`src/rtl/htab_pkg.sv`:
```
package htab_pkg;
  parameter int EA_W        = 32;
  parameter int NUM_SEGS    = 16;
  parameter int SEG_IDX_W   = $clog2(NUM_SEGS);
  parameter int VSID_W      = 28;
  parameter int PAGE_LSB    = 12;
  parameter int PAGE_W      = 16;
  parameter int GROUP_SHIFT = 6;
  parameter int SIZE_W      = 9;
  parameter int BASE_LSB    = 16;
  parameter int API_W       = 6;

  typedef struct packed {
    logic [NUM_SEGS-1:0] segLoad;
    logic                tblLoad;
  } htab_strobe_t;
endpackage

```
`src/rtl/htab_ctrl.sv`:
```
module htab_ctrl
  import htab_pkg::*;
#(
  parameter int NSEG  = NUM_SEGS,
  parameter int IDX_W = SEG_IDX_W,
  parameter int REQ_W = EA_W - PAGE_LSB
) (
  input  logic               clk,
  input  logic               rst_n,
  input  logic               segWrEn,
  input  logic [IDX_W-1:0]   segWrIdx,
  input  logic               tblWrEn,
  input  logic [REQ_W-1:0]   reqIn,
  input  logic               secIn,
  output htab_strobe_t       strobes,
  output logic [REQ_W-1:0]   reqHeld,
  output logic               secHeld
);
  logic [NSEG-1:0] segOneHot;

  for (genvar g = 0; g < NSEG; g++) begin : g_dec
    assign segOneHot[g] = segWrEn && (segWrIdx == IDX_W'(g));
  end

  always_comb begin
    strobes.segLoad = segOneHot;
    strobes.tblLoad = tblWrEn;
  end

  always_ff @(posedge clk or negedge rst_n) begin
    if (!rst_n) begin
      reqHeld <= '0;
      secHeld <= 1'b0;
    end else begin
      reqHeld <= reqIn;
      secHeld <= secIn;
    end
  end
endmodule

```
`src/rtl/htab_segfile.sv`:
```
module htab_segfile
  import htab_pkg::*;
#(
  parameter int NSEG  = NUM_SEGS,
  parameter int IDX_W = SEG_IDX_W,
  parameter int DW    = VSID_W
) (
  input  logic             clk,
  input  logic             rst_n,
  input  logic [NSEG-1:0]  load,
  input  logic [DW-1:0]    wrData,
  input  logic [IDX_W-1:0] rdIdx,
  output logic [DW-1:0]    rdData
);
  logic [DW-1:0] segRegs [NSEG];

  always_ff @(posedge clk or negedge rst_n) begin
    if (!rst_n) begin
      for (int i = 0; i < NSEG; i++) segRegs[i] <= '0;
    end else begin
      for (int i = 0; i < NSEG; i++)
        if (load[i]) segRegs[i] <= wrData;
    end
  end

  assign rdData = segRegs[rdIdx];
endmodule

```
`src/rtl/htab_datapath.sv`:
```
module htab_datapath
  import htab_pkg::*;
#(
  parameter int AW     = EA_W,
  parameter int NSEG   = NUM_SEGS,
  parameter int IDX_W  = SEG_IDX_W,
  parameter int VW     = VSID_W,
  parameter int PL     = PAGE_LSB,
  parameter int PW     = PAGE_W,
  parameter int GS     = GROUP_SHIFT,
  parameter int SW     = SIZE_W,
  parameter int BL     = BASE_LSB,
  parameter int AP     = API_W
) (
  input  logic            clk,
  input  logic            rst_n,
  input  htab_strobe_t    strobes,
  input  logic [VW-1:0]   segWrVsid,
  input  logic [AW-1:BL]  tblBaseIn,
  input  logic [SW-1:0]   tblSizeIn,
  input  logic [AW-1:PL]  reqHeld,
  input  logic            secHeld,
  output logic [AW-1:0]   groupAddr,
  output logic [AW-1:0]   cmpWord
);
  localparam int HASH_KEEP = AW - GS;
  localparam int MASK_PAD  = AW - BL - SW;
  localparam int CMP_VSID  = AW - 2 - AP;

  logic [AW-1:BL]  tblBase;
  logic [SW-1:0]   tblSize;
  logic [VW-1:0]   vsid;
  logic [VW-1:0]   mixed;
  logic [AW-1:0]   hashPri;
  logic [AW-1:0]   hashSel;
  logic [AW-1:0]   hashMask;
  logic [IDX_W-1:0] segIdx;
  logic [PW-1:0]   pageIdx;

  always_ff @(posedge clk or negedge rst_n) begin
    if (!rst_n) begin
      tblBase <= '0;
      tblSize <= '0;
    end else if (strobes.tblLoad) begin
      tblBase <= tblBaseIn;
      tblSize <= tblSizeIn;
    end
  end

  assign segIdx  = reqHeld[AW-1 -: IDX_W];
  assign pageIdx = reqHeld[PL +: PW];

  htab_segfile #(.NSEG(NSEG), .IDX_W(IDX_W), .DW(VW)) u_segs (
    .clk   (clk),
    .rst_n (rst_n),
    .load  (strobes.segLoad),
    .wrData(segWrVsid),
    .rdIdx (segIdx),
    .rdData(vsid)
  );

  always_comb begin
    mixed    = vsid ^ VW'(pageIdx);
    hashPri  = {mixed[HASH_KEEP-1:0], {GS{1'b0}}};
    hashSel  = secHeld ? ~hashPri : hashPri;
    hashMask = {{MASK_PAD{1'b0}}, tblSize, 16'hFFC0};
    groupAddr = {tblBase, {BL{1'b0}}} | (hashSel & hashMask);
    cmpWord   = {1'b1, vsid[CMP_VSID-1:0], secHeld, reqHeld[PL+PW-1 -: AP]};
  end
endmodule

```
`src/rtl/htab_group_addr.sv`:
```
module htab_group_addr
  import htab_pkg::*;
(
  input  logic                 clk,
  input  logic                 rst_n,
  input  logic [EA_W-1:0]      effAddr,
  input  logic                 useSecondary,
  input  logic                 segWrEn,
  input  logic [SEG_IDX_W-1:0] segWrIdx,
  input  logic [EA_W-1:0]      segWrData,
  input  logic                 tblWrEn,
  input  logic [EA_W-1:0]      tblWrData,
  output logic [EA_W-1:0]      groupAddr,
  output logic [EA_W-1:0]      cmpWord
);
  htab_strobe_t          strobes;
  logic [EA_W-1:PAGE_LSB] reqHeld;
  logic                  secHeld;
  logic                  unusedBits;

  assign unusedBits = ^{effAddr[PAGE_LSB-1:0], segWrData[EA_W-1:VSID_W],
                        tblWrData[BASE_LSB-1:SIZE_W]};

  htab_ctrl u_ctrl (
    .clk     (clk),
    .rst_n   (rst_n),
    .segWrEn (segWrEn),
    .segWrIdx(segWrIdx),
    .tblWrEn (tblWrEn),
    .reqIn   (effAddr[EA_W-1:PAGE_LSB]),
    .secIn   (useSecondary),
    .strobes (strobes),
    .reqHeld (reqHeld),
    .secHeld (secHeld)
  );

  htab_datapath u_dp (
    .clk      (clk),
    .rst_n    (rst_n),
    .strobes  (strobes),
    .segWrVsid(segWrData[VSID_W-1:0]),
    .tblBaseIn(tblWrData[EA_W-1:BASE_LSB]),
    .tblSizeIn(tblWrData[SIZE_W-1:0]),
    .reqHeld  (reqHeld),
    .secHeld  (secHeld),
    .groupAddr(groupAddr),
    .cmpWord  (cmpWord)
  );
endmodule

```
`config.mk`:
```
export PLATFORM = sky130hd
export DESIGN_NAME = htab_group_addr
export DESIGN_NICKNAME = d
export VERILOG_FILES = /design/src/rtl/htab_pkg.sv /design/src/rtl/htab_ctrl.sv /design/src/rtl/htab_segfile.sv /design/src/rtl/htab_datapath.sv /design/src/rtl/htab_group_addr.sv
export SDC_FILE = /design/constraint.sdc
export NUM_CORES = 1
export LEC_CHECK = 0
export BUFFER_PORTS_ARGS = -buffer_cell sky130_fd_sc_hd__buf_2
export CORE_ASPECT_RATIO = 0.5
export CORE_MARGIN = 3
export CORE_UTILIZATION = 63
export DETAILED_ROUTE_END_ITERATION = 16
export PLACE_DENSITY = 0.91
export SLEW_MARGIN = 30
export SYNTH_ARGS = -nofsm -noshare
export SYNTH_HDL_FRONTEND = slang
export SYNTH_SLANG_ARGS = --single-unit
```
`constraint.sdc`:
```
create_clock -name clk -period 3.55 [get_ports clk]
set_input_delay 0.355 -clock clk [delete_from_list [all_inputs] [get_ports clk]]
set_output_delay 0.355 -clock clk [all_outputs]
set_load 0.05 [all_outputs]
```
==> flow_summary_export.csv, run 1 <==
group,metric,value,unit
grt,grt_start_max_net_pins,104,
clock_network,insertion_delay,0.54,ns
floorplan,core.rowCount,44,
clock_network,cts-root-buf,"clkbuf_16",
logic_synthesis,ys_warn_count,0,
floorplan,die_x,255,µm
logic_synthesis,syn_area,0.0196,mm²
sta,slew_headroom,37.7,%
setup_path,cp-end-kind,"primary output",
placed_design,gp_congestion,0.828,
clock_network,cts.sink_count,430,
routing,first_pass_iters,5,
floorplan,fp.dieH,131,µm
layout,drive_gt1_share,56.0,%
grt,antenna_found_initial,2,
power,p_per_area,641,mW/mm²
layout,multiInputGateArea,0.00823,mm²
layout,areaGrowthSynthToFinish,13.3,%
sta,fmax,289,MHz
sta,whs,0.0451,ns
layout,fin_util,74.4,%
logic_synthesis,ys_types,31,
placed_design,portBuffers,134,
sta,setup_viol,0,
grt,grt_usage,31.1,%
setup_path,critPathMaxFanout,14,
floorplan,core,0.0298,mm²
grt,grt_first_pass_wirelength,77500,µm
sta,worst-slew-pin-transition,0.935,ns
clock_network,cts_made_buffers,37,
clock_network,cts_tree,"done",
power,p_leak,9.64,nW
setup_path,regToRegSetupSlack,2.70,ns
logic_synthesis,synth_seq_cells,430,
routing,num_vias,12100,
sta,finalSetupTns,0,ns
placed_design,dp_hpwl,28000,µm
sta,finalCriticalPeriod,3.46,ns
clock_network,h-tree-depth,2,
grt,globalRouteOverflowTotal,0,
floorplan,num_io_pins,169,
placed_design,dpl.cell_count,1694,
sta,slew_violations,0,
layout,regArea,0.0108,mm²
layout,stdcell_count,1784,
routing,ant_nets,0,
setup_path,required,3.19,ns
sta,fin_crit_sh,97.5,%
logic_synthesis,ys_seq_area_share,55.0,%
layout,fin_nets,1447,
routing,drc_errors,0,
worst_hold_path,hp-class,"in -> reg",
floorplan,start_util,65.7,%
routing,initialDrtViolationCount,1189,
power,ir_drop,363,µV
layout,fill_cells,1528,
setup_path,start_kind,"flop",
power,power,14.2,mW
routing,via_per_inst,6.76,
sta,finalHoldViolations,0,
sta,fin_skew,0,ns
floorplan,die-area,0.0333,mm²
routing,drt-total-wl,50800,µm
setup_path,crit_type,"reg -> out",
clock_network,clkTransAtPathRegs,0.07,ns
routing,wl_per_cell,28.5,µm
sta,grt_setup_unrepaired,"no",
clock_network,clock_path_buffers,3,
run,cap_viol_max_count,0,
setup_path,cp_data_arrival_time,3.10,ns
outcome,outcome,"completed",
logic_synthesis,syn_inst,1224,
grt,grt_pass1_vias,13200,
logic_synthesis,synth_area_per_cell,16.0,µm²
power breakdown:
part / switching [mW] / leakage [nW] / internal, mW
combinational: 1.64 / 3.78 / 1.62
clock: 1.84 / 0.614 / 2.46
sequential: 0.684 / 5.24 / 5.96
total: 4.16 / 9.64 / 10.0
timing repair:
item / in CTS / in global routing
pin swaps: 0 / 0
hold buffers: 22 / 0
gates resized for setup: 0 / 4
setup endpoints to repair: 1 / 4
hold endpoints to repair: 119 / 0
setup buffers: 1 / 0
final cells by class:
class	instances	share of cell area, %
diodes	3	0.0339
clock buffers	54	4.98
clock inverters	10	0.734
multi-input cells	678	37.2
flip-flops and latches	430	48.6
well taps	414	2.34
repair buffers	195	6.13
per-stage QoR:
stage	area, µm²	setup slack, ns
3_5_place_dp	20600	0.593
6_report	22200	0.0900
5_1_grt	22200	0.0104
4_1_cts	22100	0.0745
2_1_floorplan	19600	0.332
3_3_place_gp	20600	0.590
worst paths after layout:
| path | startpoint | endpoint | cells after the start |
|---|---|---|---|
| max in group asynchronous | rst_n | u_dp.u_segs.segRegs[328] | 3 |
| worst min-delay path | tblWrData[2] | u_dp.tblSize[2] | 2 |
| min in group asynchronous | rst_n | u_ctrl.reqHeld[2] | 2 |
| worst min register to register | u_dp.tblBase[29] | u_dp.tblBase[29] | 1 |
| worst max register to register | u_dp.u_segs.segRegs[289] | u_dp.u_segs.segRegs[289] | 1 |
| worst max-delay path | u_ctrl.reqHeld[16] | groupAddr[7] | 5 |
routing by layer:
metal  track usage [%]  routed length, µm  vias to the layer above
li1                  -                  -                     4755
met5                 0                  0                        -
met1              39.2              19100                     6381
met3              6.47               3670                      205
met4              13.6               2220                        0
met2              53.6              25700                      719
state kept, by name, indices dropped and copies added (netlist names):
register / count
u_dp.tblBase: 16
u_dp.u_segs.segRegs: 384
u_dp.tblSize: 9
u_ctrl.reqHeld: 20
u_ctrl.secHeld: 1
worst max-delay path, cell delays in order (launching register included):
cell     delay (ns)
dfrtp_4        0.63
buf_4          0.27
mux4_2         0.57
mux4_2         0.54
xnor2_1        0.25
buf_2          0.31
cells in the mapped netlist:
library cell    n  area share [%]
nor4bb_1        5            0.26
mux4_2        104              12
clkbuf_1       75             1.4
xnor2_1        26             1.2
o2bb2ai_1       6            0.27
mux2_2        418              24
nor2b_1         2           0.064
nor2_1         15            0.29
nand3_1         5            0.13
nand2b_1        5            0.16
o21ai_0         8            0.20
nor4b_1         1           0.045
nor3_1          5            0.13
buf_1           2           0.038
dfrtp_1       430              55
mux2i_1        12            0.61
nand3b_1        7            0.27
mux4_1          7            0.94
buf_2          14            0.36
and4b_1         1           0.051
nand2_1        21            0.40
or3_1           2           0.064
a21oi_1         1           0.026
and3b_1         1           0.045
conb_1          2           0.038
or4_1           9            0.35
buf_4          25            0.96
buf_8           1           0.077
buf_6           4            0.23
nor3b_1         1           0.038
and3_1          9            0.29
cells in the final DEF (no fill, tap or decap), types with 2 or more instances in the layout:
| master | synthesis | final |
|---|---|---|
| o2bb2ai_1 | 6 | 6 |
| nor2_2 | 0 | 9 |
| conb_1 | 2 | 7 |
| mux2_2 | 418 | 418 |
| nor3_1 | 5 | 5 |
| or4_1 | 9 | 9 |
| nand2_1 | 21 | 21 |
| clkbuf_1 | 75 | 8 |
| nand3b_1 | 7 | 7 |
| clkinv_2 | 0 | 2 |
| nand3_1 | 5 | 5 |
| mux2i_1 | 12 | 11 |
| buf_16 | 0 | 2 |
| clkinvlp_4 | 0 | 2 |
| diode_2 | 0 | 3 |
| nor2_1 | 15 | 6 |
| dfrtp_4 | 0 | 3 |
| clkbuf_16 | 0 | 39 |
| mux4_1 | 7 | 6 |
| nor4bb_1 | 5 | 5 |
| clkbuf_8 | 0 | 7 |
| nor2b_1 | 2 | 2 |
| dfrtp_1 | 430 | 426 |
| xnor2_1 | 26 | 26 |
| nand2b_1 | 5 | 5 |
| bufinv_16 | 0 | 4 |
| or3_1 | 2 | 2 |
| buf_4 | 25 | 27 |
| dlygate4sd3_1 | 0 | 22 |
| mux4_2 | 104 | 105 |
| buf_12 | 0 | 10 |
| o21ai_0 | 8 | 8 |
| buf_2 | 14 | 133 |
| and3_1 | 9 | 9 |
kinds of logic after synthesis:
kind of cell    synth area share, %
flops                          55.0
buf+inv                        3.10
xor+xnor                       1.16
simple gates                   2.57
mux                            37.6
compound gates                0.499
other cells                  0.0384
(Power assumes the default switching activity.)
==> inputs of run 2 (changes only) <==
BUFFER_PORTS_ARGS = -buffer_cell sky130_fd_sc_hd__clkbuf_2   (was -buffer_cell sky130_fd_sc_hd__buf_2)
==> run 2 against run 1 <==
Compared with the run above: clock skew stayed put; critical path depth increased by 1; final cell count decreased by 0.17%; power fell by 0.36%; sequential share of layout area fell by 0.10 points.
==> flow_summary_export.csv, run 2 (synthesized netlist as in run 1, its figures left out) <==
group,metric,value,unit
outcome,outcome,"completed",
grt,grt_first_pass_wirelength,75000,µm
layout,fin_area,0.0222,mm²
sta,finalSetupTns,0,ns
grt,grt_usage,30.2,%
routing,num_vias,11700,
clock_network,h-tree-depth,2,
sta,fmax,284,MHz
sta,fin_crit_sh,99.2,%
clock_network,cts-root-buf,"clkbuf_16",
floorplan,start_util,65.7,%
sta,finalCriticalPeriod,3.52,ns
grt,use_met1,38.5,%
layout,top_regs,"u_dp.u_segs.segRegs (384), u_ctrl.reqHeld (20), u_dp.tblBase (16)",
clock_network,insertion_delay,0.54,ns
grt,gr-usage-met3,5.87,%
grt,grt_pass1_vias,12800,
grt,use_met2,52.4,%
setup_path,critPathMaxFanout,38,
sta,whs,0.0383,ns
layout,stdcell_count,1781,
routing,via_per_inst,6.58,
grt,globalRouteOverflowTotal,0,
setup_path,required,3.19,ns
clock_network,cts_tree,"done",
layout,final_common_cell,"dfrtp_1",
layout,fill_cells,1583,
layout,largest_reg_flops,384,
routing,drc_errors,0,
sta,finalHoldViolations,0,
layout,areaGrowthSynthToFinish,13.5,%
routing,ant_nets,0,
grt,antenna_found_initial,0,
clock_network,clock_path_buffers,3,
floorplan,die_x,255,µm
clock_network,clkTransAtPathRegs,0.07,ns
power,p_per_area,637,mW/mm²
sta,fin_skew,0,ns
layout,drive_gt1_share,56.1,%
setup_path,cp_data_arrival_time,3.17,ns
layout,fin_nets,1449,
clock_network,cts.sink_count,430,
clock_network,cts_made_buffers,38,
power,p_leak,9.68,nW
layout,regArea,0.0108,mm²
sta,worst-slew-pin-transition,0.911,ns
placed_design,gp_congestion,0.799,
floorplan,core.rowCount,44,
placed_design,portBuffers,134,
floorplan,num_io_pins,169,
setup_path,cp-end-kind,"primary output",
layout,regMostFlops,"u_dp.u_segs.segRegs",
routing,initialDrtViolationCount,1327,
placed_design,placed_area,0.0206,mm²
sta,grt_setup_unrepaired,"no",
setup_path,start_kind,"flop",
sta,slew_headroom,39.3,%
power,ir_drop,371,µV
floorplan,die-area,0.0333,mm²
layout,n_antenna_cell,0,
placed_design,dpl.cell_count,1692,
sta,setup_viol,0,
worst_hold_path,hp-class,"in -> reg",
routing,first_pass_iters,5,
floorplan,core,0.0298,mm²
grt,grt_start_max_net_pins,101,
floorplan,fp.dieH,131,µm
placed_design,dp_hpwl,27600,µm
routing,drt-total-wl,48500,µm
layout,multiInputGateArea,0.00825,mm²
sta,slew_violations,0,
layout,final_cell_mix,"dfrtp_1 (426), mux2_2 (418), clkbuf_2 (132)",
grt,busiest_layer,"met2",
run,cap_viol_max_count,0,
setup_path,crit_type,"reg -> out",
routing,wl_per_cell,27.2,µm
-- run 2: changes by cell type in the layout (fill, tap and decap cells not counted), moves of 2 or more --
cell | previous run | this run
clkbuf_1 | 8 | 10
buf_12 | 10 | 12
buf_2 | 133 | 1
clkinvlp_4 | 2 | 0
mux2i_1 | 11 | 7
clkbuf_16 | 39 | 41
mux2i_2 | 1 | 5
clkbuf_2 | 0 | 132
diode_2 | 3 | 0
-- run 2: through the flow --
step	util [%]	total power [mW]	setup slack (ns)
2_1_floorplan	-	8.87	0.332
3_3_place_gp	69.2	9.45	0.437
3_5_place_dp	69.2	9.74	0.362
4_1_cts	74.4	14.1	0.0160
5_1_grt	74.5	14.7	0.00980
6_report	74.5	14.1	0.0289
-- run 2: area by class of cell --
cell class / instances / area share [%]
Timing Repair Buffer: 196 / 6.21
Multi-Input combinational cell: 678 / 37.2
Tap cell: 414 / 2.33
Clock inverter: 6 / 0.603
Clock buffer: 57 / 5.16
Sequential cell: 430 / 48.5
-- run 2: final timing paths --
check / from / endpoint / slack, ns / cells after the start
worst max register to register: u_dp.tblSize[0] / u_dp.tblSize[0] / 2.68 / 1
min in group asynchronous: rst_n / u_ctrl.reqHeld[16] / 0.45 / 2
worst min register to register: u_dp.u_segs.segRegs[66] / u_dp.u_segs.segRegs[66] / 0.50 / 1
worst max-delay path: u_ctrl.reqHeld[17] / groupAddr[22] / 0.03 / 6
max in group asynchronous: rst_n / u_ctrl.reqHeld[17] / 2.09 / 3
worst min-delay path: tblWrData[30] / u_dp.tblBase[30] / 0.04 / 2
-- run 2: layer usage --
layer	wire length (µm)	vias to the layer above
met4	1730	0
li1	-	4738
met2	24800	559
met1	18800	6260
met5	0	-
met3	3220	161
-- run 2: report_power, final --
group | leakage, nW | switching, mW | internal (mW)
registers | 5.24 | 0.621 | 5.96
clock network | 0.625 | 1.82 | 2.52
logic | 3.81 | 1.61 | 1.62
total | 9.68 | 4.05 | 10.1
-- run 2: worst max-delay path, cell delays in order (launching register included) --
cell      delay (ns)
dfrtp_4         0.46
buf_12          0.27
mux4_2          0.54
mux2i_1         0.37
mux2i_1         0.15
or4_1           0.54
clkbuf_2        0.27
-- run 2: timing repair --
item                                    4_1_cts  5_1_grt
hold buffers                                 22        0
hold endpoints to repair                    116        0
endpoints found under the setup margin       22        6
buffers inserted                              2        2
resized for setup                             2        6
pin swaps                                     0        0
